<file path="config.mk">
export PLATFORM = sky130hd
export DESIGN_NAME = swallow_divider
export DESIGN_NICKNAME = d
export VERILOG_FILES = /design/src/rtl/swallow_divider.sv
export SDC_FILE = /design/constraint.sdc
export NUM_CORES = 1
export LEC_CHECK = 0
export BUFFER_PORTS_ARGS = -buffer_cell sky130_fd_sc_hd__clkbuf_2
export CELL_PAD_IN_SITES_DETAIL_PLACEMENT = 1
export CELL_PAD_IN_SITES_GLOBAL_PLACEMENT = 1
export CORE_UTILIZATION = 43
export DETAILED_ROUTE_END_ITERATION = 12
export GPL_TIMING_DRIVEN = 0
export HOLD_SLACK_MARGIN = 0.15
export PLACE_DENSITY = 0.89
export SLEW_MARGIN = 20
export SYNTH_ARGS = -nofsm -noshare
export SYNTH_HDL_FRONTEND = slang
export SYNTH_SLANG_ARGS = --single-unit
export TNS_END_PERCENT = 10
</file>
<file path="constraint.sdc">
create_clock -name clk -period 2.55 [get_ports clk]
set_clock_uncertainty 0.2 [all_clocks]
set_input_delay 0.765 -clock clk [delete_from_list [all_inputs] [get_ports clk]]
set_output_delay 0.765 -clock clk [all_outputs]
set_load 0.02 [all_outputs]
</file>
<file path="src/rtl/swallow_divider.sv">
module swallow_divider #(
  parameter int PRE_W  = 6,
  parameter int SWAL_W = 6,
  parameter int MAIN_W = 12
) (
  input  logic              clk,
  input  logic              rst_n,
  input  logic [SWAL_W-1:0] swallow_in,
  input  logic [MAIN_W-1:0] main_in,
  output logic              mod_sel,
  output logic              pre_tick,
  output logic              fp
);
  localparam int MOD_LO = 2 ** PRE_W;
  localparam int MOD_HI = MOD_LO + 1;
  localparam logic [PRE_W:0] LOAD_LO = (PRE_W+1)'(MOD_LO - 1);
  localparam logic [PRE_W:0] LOAD_HI = (PRE_W+1)'(MOD_HI - 1);
  localparam logic [MAIN_W-1:0] N_MIN = MAIN_W'(2);

  logic [PRE_W:0]    pre_q;
  logic [SWAL_W-1:0] a_q;
  logic [MAIN_W-1:0] n_q;
  logic              fp_q;

  wire tick   = (pre_q == '0);
  wire reload = (n_q <= MAIN_W'(1));

  wire [MAIN_W-1:0] n_load = (main_in < N_MIN) ? N_MIN : main_in;
  wire [SWAL_W-1:0] a_nxt  = reload ? swallow_in
                           : ((a_q != '0) ? a_q - SWAL_W'(1) : '0);
  wire [MAIN_W-1:0] n_nxt  = reload ? n_load : n_q - MAIN_W'(1);

  always_ff @(posedge clk) begin
    if (!rst_n) begin
      pre_q <= '0;
      a_q   <= '0;
      n_q   <= '0;
      fp_q  <= 1'b0;
    end else if (tick) begin
      a_q   <= a_nxt;
      n_q   <= n_nxt;
      pre_q <= (a_nxt != '0) ? LOAD_HI : LOAD_LO;
      fp_q  <= (n_nxt == MAIN_W'(1));
    end else begin
      pre_q <= pre_q - (PRE_W+1)'(1);
    end
  end

  assign mod_sel  = (a_q != '0);
  assign pre_tick = tick & rst_n;
  assign fp       = fp_q;

  p_fp_on_tick_r4: assert property (@(posedge clk) disable iff (!rst_n)
    $rose(fp) |-> $past(tick));

  p_fp_drop_r4: assert property (@(posedge clk) disable iff (!rst_n)
    (fp && tick) |=> !fp);

  p_hold_between_r6: assert property (@(posedge clk) disable iff (!rst_n)
    !tick |=> ($stable(a_q) && $stable(n_q)));

  p_mod_start_r3: assert property (@(posedge clk) disable iff (!rst_n)
    $rose(mod_sel) |-> $past(tick && reload));

  p_pre_range_r9: assert property (@(posedge clk) disable iff (!rst_n)
    pre_q <= LOAD_HI);

  p_main_floor_r8: assert property (@(posedge clk) disable iff (!rst_n)
    $past(rst_n) |-> (n_q != '0));
endmodule

</file>
== Word-level counts from Yosys, hierarchy flattened ==
Cells that the tools add are included.

* Bits in registers: 26
* Word-level logic and storage cells: 20

* $add $sub $neg: 3
* Order comparisons: 2
* Eq/ne operators: 1
* Muxes and demuxes: 6
* Bitwise gates (word level): 1
* Reductions and logical operators: 3

{| class="wikitable"
|+ Operator list
! cell !! number
|-
| $mux 12 || 2
|-
| $mux 7 || 2
|-
| $eq 12x1->1 const B || 1
|-
| $le 12x1->1 const B || 1
|-
| $lt 12x2->1 const B || 1
|-
| $mux 6 || 2
|-
| $reduce_bool 6->1 || 2
|-
| $sub 12x1->12 const B || 1
|-
| $logic_not 7->1 || 1
|-
| $sub 7x1->7 const B || 1
|-
| $sub 6x1->6 const B || 1
|-
| $and 1x1->1 || 1
|}

== Longest topological paths before layout ==
Gate-level depths: netlist of run 1.

* Word-level depth: 6
* Depth in mapped cells: 11
* Mapped depth without buffers: 8

== Worst setup path after synthesis of run 1 ==
OpenSTA, ideal clock, no wires.

* Path kind: register -> output
* From: reg pre_q[0]
* To: out pre_tick
* Data arrival time: 1467 ps
* Slack: 118 ps
* Cell stages (with the launch flop): 7
* Buffers on the path: 0
* Cells stage by stage: dfxtp_1 -> inv_1 -> ha_1 -> or3b_4 -> nor4_4 -> nand2_1 -> clkinv_1

* Word-level cells in the longest chain between the ends: 2

{| class="wikitable"
|+ RTL lines
! item !! RTL line !! text
|-
| start, declared || 20 || <nowiki>logic [PRE_W:0] pre_q;</nowiki>
|-
| start signal, assigned || 42 || <nowiki>pre_q <= (a_nxt != '0) ? LOAD_HI : LOAD_LO;</nowiki>
|-
| start signal, assigned || 45 || <nowiki>pre_q <= pre_q - (PRE_W+1)'(1);</nowiki>
|-
| $logic_not 7->1 || 25 || <nowiki>wire tick = (pre_q == '0);</nowiki>
|-
| $and 1x1->1 || 50 || <nowiki>assign pre_tick = tick & rst_n;</nowiki>
|-
| end, declared || 11 || <nowiki>output logic pre_tick,</nowiki>
|}

No other way between the ends.

== Final worst setup path of run 1 ==
* From: reg pre_q[1]
* To: out pre_tick

Same word-level chain as after synthesis.

==> results of run 1 <==
-- cell type report --
type	count	area share
timing repair buffer	28	0.07232
clock inverter	1	0.01295
tap	50	0.02698
inverter	13	0.02213
sequential	26	0.2261
multi-input combinational	193	0.5753
buffer	16	0.04641
clock buffer	3	0.01781
-- logic make-up (layout without fill, tap and decap cells) --
group | after synthesis | in the layout | synth area share
flops | 26 | 26 | 0.2731
compound gates | 78 | 78 | 0.2705
simple gates | 105 | 105 | 0.3290
buf+inv | 30 | 61 | 0.07354
fa+ha+maj | 4 | 4 | 0.02627
xor+xnor | 6 | 6 | 0.02758
-- repair_timing --
action / CTS / global route
pin swaps: 2 / 1
setup buffers: 6 / 1
endpoints found under the setup margin: 22 / 22
gates cloned: 0 / 0
resized for setup: 19 / 24
-- registers in the layout, summed over array words and instances (netlist names) --
register	count
a_q	6
fp	1
n_q	12
pre_q	7
-- final timing paths --
kind / start / end / depth (start not counted)
min reg2reg: fp$_SDFFE_PN0P_ / fp$_SDFFE_PN0P_ / 2
max reg2reg: n_q[0]$_SDFFE_PN0P_ / fp$_SDFFE_PN0P_ / 6
min: fp$_SDFFE_PN0P_ / fp$_SDFFE_PN0P_ / 2
max: pre_q[1]$_SDFF_PN0_ / pre_tick / 7
-- through the flow --
step                setup slack (ps)  hold slack, ps  area (sq um)  utilization  total power [mW]
floorplan                      118.3           218.8          1906            -             2.297
detailed placement            -372.8           247.7          2073       0.5038             2.860
CTS                           -198.9           303.0          2238       0.5439             3.397
finish                        -145.4           306.6          2318       0.5634             3.699
global placement              -296.0           244.5          2073       0.5038             2.783
global route                  -207.7           341.9          2318       0.5634             3.923
-- worst max-delay path, delay by kind of cell, from the launching register on --
| family | cells | cell delay, ps |
|---|---|---|
| fa+ha+maj | 1 | 120 |
| buf+inv | 3 | 270 |
| flops | 1 | 340 |
| simple gates | 3 | 710 |
-- power breakdown --
group	switching, mW	leakage (nW)	internal, mW
Sequential	0.148	0.214	0.532
Clock	0.155	0.0357	0.211
Combinational	1.61	0.616	1.05
Total	1.91	0.866	1.79
-- Yosys cell counts (all sizes together) (3+ instances only) --
library cell | count | area, sq um
a31oi | 3 | 18.77
nor2 | 22 | 85.09
a221oi | 3 | 26.28
xor2 | 3 | 26.28
a21oi | 16 | 80.08
o21a | 3 | 22.52
dfxtp | 26 | 520.5
or3 | 6 | 37.54
ha | 4 | 50.05
o21ai | 20 | 100.1
or4 | 6 | 52.55
nor3 | 16 | 80.08
nand3 | 6 | 30.03
a211oi | 11 | 82.58
clkbuf | 10 | 37.54
inv | 11 | 41.29
nand2 | 19 | 71.32
buf | 7 | 53.80
nor4 | 10 | 98.84
xnor2 | 3 | 26.28
-- layer usage --
metal,global-route usage,part of all wire
met2,0.5025,0.48
met4,0.1094,0.020
met1,0.4046,0.43
met5,0,0
met3,0.03783,0.073
==> results.cfg, run 1 <==
[outcome]
run_status = complete, but fails checks
failed_checks = negative setup slack

[pwr]
worst_supply_voltage_drop_on_vdd_v = 0.0007383
power.static_leakage_nw = 0.8662
power-per-cell-area_nw_per_um2 = 1595

[logic_synthesis]
ys_seq_area_frac = 0.2731
synth_flop_cell = dfxtp_1
async_reset_ff_frac = 0
yosysWarningCount = 0
synth-seq-cells = 26
synth.net_count = 273
synth_edf_count = 0
synth.avg_cell_area_sq_um = 7.653
synthesis.instances = 249
netlist-cell-type-count = 58
synth.cell_area_sq_um = 1906

[worst_setup_path]
critical_path.max_fanout = 2
ff2ff_setup_slack_ps = 30
required_worst_endpoint_ps = 1590
worstPathArrival_ps = 1730
cp_slowest_stage_delay_ps = 400
worstSetupPathType = flip-flop to primary output
setup.worst_path.end_class = primary output
critical-path-slowest-cell = or3b_4
startpoint_type = flip-flop
worstPathCellList = inv_2, ha_4, or3b_4, nor4_4, nand2_2, inv_4, buf_8

[cts]
clk_pin_slew_worst_paths_ps = 110
cts_buffer_depth = 2
cts-hold-fix-buffers = 0
tritoncts = yes
cts_made_buffers = 3
htree_levels = 1
cts.sinks = 26
clock_tree.root_cell = clkbuf_8
insertion_delay_ps = 290

[timing]
setup-tns-final_ps = -145.4
rsz0062_at_grt = true
setup_ws_ps = -145.4
slew_viol_final = 0
period_utilisation_layout = 1.057
max_freq_ghz = 0.3710
report.final.hold_viol_count = 0
worst_pin_slew_ps = 810.8
post-route-min-period_ps = 2695
max_slew_margin = 0.4550
final-setup-viol-count = 1

[routing]
vias = 2156
drt_drc_violations_left = 0
drt_pre_antenna_iters = 4
finalWirelength_mm = 6.925
per_cell_via_count_in_the_routed_design = 6.533
detailedRoute.firstIterationViolations = 164
antenna_violating_nets_post_route = 0
post_drt_wl_per_cell_microns = 20.98

[floorplan]
die_height_microns = 68.57
core_footprint_sq_um = 4115
die_width_microns = 68.57
initial_core_util = 0.4631
floorplan.io_pins = 23
dieArea_sq_um = 4702
row_count = 23

[cells_and_area]
design.final.nets = 305
multi_input_comb_area_sq_um = 1334
layout_commonest_cell = dfxtp_1
filler_cell_count = 512
final-instance-count-excl-fill = 330
flow.area_growth_from_synthesis_pct = 21.67
antenna_cells_inserted = 0
layout_common_cells = 23 x dfxtp_1, 22 x clkbuf_2, 21 x nor2_1, 19 x o21ai_0, 18 x nand2_1
layout.area.seq_sq_um = 524.3
layout-drive-gt1-share = 0.2643

[placement]
placement.io_buffers = 21
detailed_place_hpwl_mm = 4.499
gp_routability_congestion = 0.8649
placedCellCount = 320

[hold_path]
timing.hold.worst.class = flip-flop to flip-flop

[global_route]
antenna_violations_before_repair = 0
pin_count_of_the_biggest_net_entering_global_routing = 16
number_of_global_route_vias_before_repair = 2112
grt_pass1_wl_mm = 10.52
track_usage = 0.3048
grt.overflow.total = 0

[job]
drv_cap = 0
Note: power is estimated with default switching activity, not from simulation.
==> inputs of run 2 (changes only) <==
- ABC_AREA: not set -> 1
- CORE_UTILIZATION: 43 -> 40
==> results.cfg, run 2 <==
[global_route]
number_of_global_route_vias_before_repair = 2026
grt.overflow.total = 0
grt_util_met1 = 0.2935
grt-busiest-layer = met2
met3_usage = 0.01480
pin_count_of_the_biggest_net_entering_global_routing = 15
track_usage = 0.2544
grt_pass1_wl_mm = 8.887
met2_usage_grt = 0.4672
antenna_violations_before_repair = 0

[logic_synthesis]
synth-seq-cells = 26
synth.net_count = 318
synth_flop_cell = dfxtp_1
synth_largest_area_cell = dfxtp_1
ys_seq_area_frac = 0.2911
yosys.cell_count.top_type = nand2_1
synth.avg_cell_area_sq_um = 6.082
synth_edf_count = 0
synthesis.instances = 294
yosysWarningCount = 0
async_reset_ff_frac = 0
netlist_top_cells_count = 77 x nand2_1, 43 x inv_1, 41 x nor2_1
yosysTopAreaCellShare = 0.2911
synth_area_leaders = dfxtp_1 29%, nand2_1 16%, inv_1 9.0%
synth.cell_area_sq_um = 1788
netlist-cell-type-count = 31

[timing]
slew_viol_final = 0
max_slew_margin = 0.6556
final-setup-viol-count = 0
max_freq_ghz = 0.4047
rsz0062_at_grt = true
period_utilisation_layout = 0.9690
worst_pin_slew_ps = 516.5
post-route-min-period_ps = 2471
report.final.hold_viol_count = 0

[cts]
cts.sinks = 26
htree_levels = 1
clock_tree.root_cell = clkbuf_8
insertion_delay_ps = 270
cts_buffer_depth = 2
tritoncts = yes
clk_pin_slew_worst_paths_ps = 100
cts_made_buffers = 3

[cells_and_area]
design.final.nets = 344
final-instance-count-excl-fill = 369
flow.area_growth_from_synthesis_pct = 14.35
layout_top_registers = n_q x12, pre_q x7, a_q x6
layout_commonest_cell = nand2_1
antenna_cells_inserted = 0
largest_register_ffs = 12
filler_cell_count = 614
layout-drive-gt1-share = 0.1661
layout_common_cells = 77 x nand2_1, 42 x inv_1, 39 x nor2_1, 25 x dfxtp_1, 22 x clkbuf_2
registers.top_by_ff_count = n_q
multi_input_comb_area_sq_um = 1070
layout.area.seq_sq_um = 521.8

[floorplan]
initial_core_util = 0.4315
core_footprint_sq_um = 4144
die_height_microns = 68.86
row_count = 23
floorplan.io_pins = 23
dieArea_sq_um = 4741
die_width_microns = 68.86

[worst_setup_path]
worstSetupPathType = flip-flop to primary output
worstPathCellList = inv_1, ha_2, nand3_2, nor2_4, inv_4, nor2_1, buf_4
r2r_cells = 14
critical-path-slowest-cell = dfxtp_1
setup.worst_path.end_class = primary output
required_worst_endpoint_ps = 1590
startpoint_type = flip-flop
ff2ff_setup_slack_ps = 210
worstPathArrival_ps = 1510
cp_slowest_stage_delay_ps = 310
critical_path.max_fanout = 12

[routing]
per_cell_via_count_in_the_routed_design = 5.130
finalWirelength_mm = 5.240
vias = 1893
drt_drc_violations_left = 0
detailedRoute.firstIterationViolations = 58
antenna_violating_nets_post_route = 0
drt_pre_antenna_iters = 4
post_drt_wl_per_cell_microns = 14.20

[job]
drv_cap = 0

[hold_path]
timing.hold.worst.class = flip-flop to flip-flop
timing.hold.worst_path_depth = 2

[placement]
placedCellCount = 366
placement.io_buffers = 22
gp_routability_congestion = 0.8409
detailed_place_hpwl_mm = 4.108

[outcome]
run_status = completed
run 2: cell types whose count changed in the layout (fill, tap and decap cells not counted), sizes merged, moves of 10 or more:
cell	change
buf	-12
nor4	-10
inv	+32
nor3	-14
nand2	+65
nand3	+17
a211oi	-10
nor2	+22
run 2: routing by layer:
layer	vias up	share of wire
met5	-	0
met4	0	0.032
met3	10	0.016
met2	26	0.52
met1	890	0.43
li1	967	-
run 2: cell type report:
class / count / area share
timing repair buffer: 23 / 0.05875
multi-input combinational: 215 / 0.5233
sequential: 26 / 0.2552
tap: 50 / 0.03060
clock buffer: 4 / 0.02693
inverter: 44 / 0.08201
buffer: 7 / 0.02326
run 2: path summary, 6_finish.rpt:
kind,from,to
worst max-delay path,pre_q[0]$_SDFF_PN0_,pre_tick
worst min-delay path,fp$_SDFFE_PN0P_,fp$_SDFFE_PN0P_
worst max register to register,n_q[0]$_SDFFE_PN0P_,fp$_SDFFE_PN0P_
worst min register to register,fp$_SDFFE_PN0P_,fp$_SDFFE_PN0P_
run 2: cell families (layout without fill, tap and decap cells):
| group | after synthesis | after routing | synth area share |
|---|---|---|---|
| compound gates | 45 | 45 | 0.1407 |
| xor+xnor | 6 | 6 | 0.02940 |
| fa+ha+maj | 4 | 4 | 0.02799 |
| buf+inv | 53 | 78 | 0.1231 |
| flops | 26 | 26 | 0.2911 |
| simple gates | 160 | 160 | 0.3877 |
run 2: repair_timing:
| item | in CTS | in global routing |
|---|---|---|
| gates resized for setup | 5 | 8 |
| setup buffers | 1 | 0 |
| hold buffers | 0 | 0 |
| setup endpoints to repair | 1 | 9 |
| pin swaps | 1 | 1 |
run 2: through the flow:
step	setup slack [ps]	hold slack (ps)	instance area, sq um	utilization	setup TNS (ps)
4_1_cts	4.849	300.6	2031	0.4900	0
2_1_floorplan	185.6	245.0	1788	-	0
3_3_place_gp	-98.62	253.3	1961	0.4731	-98.62
5_1_grt	-5.730	318.9	2044	0.4934	-5.730
3_5_place_dp	-141.2	275.3	1961	0.4731	-141.2
6_report	79.03	289.7	2044	0.4934	0
run 2: critical path, delay by kind of cell (launching register included):
kind	cells	cell delay [ps]
DFF	1	310
buffers and inverters	3	340
and+or+nand+nor	3	360
adders and majority gates	1	230
Power of run 2 is left out: the tool's default activity adds up to more than one toggle a clock period on the data nets, which glitch-free logic cannot reach.
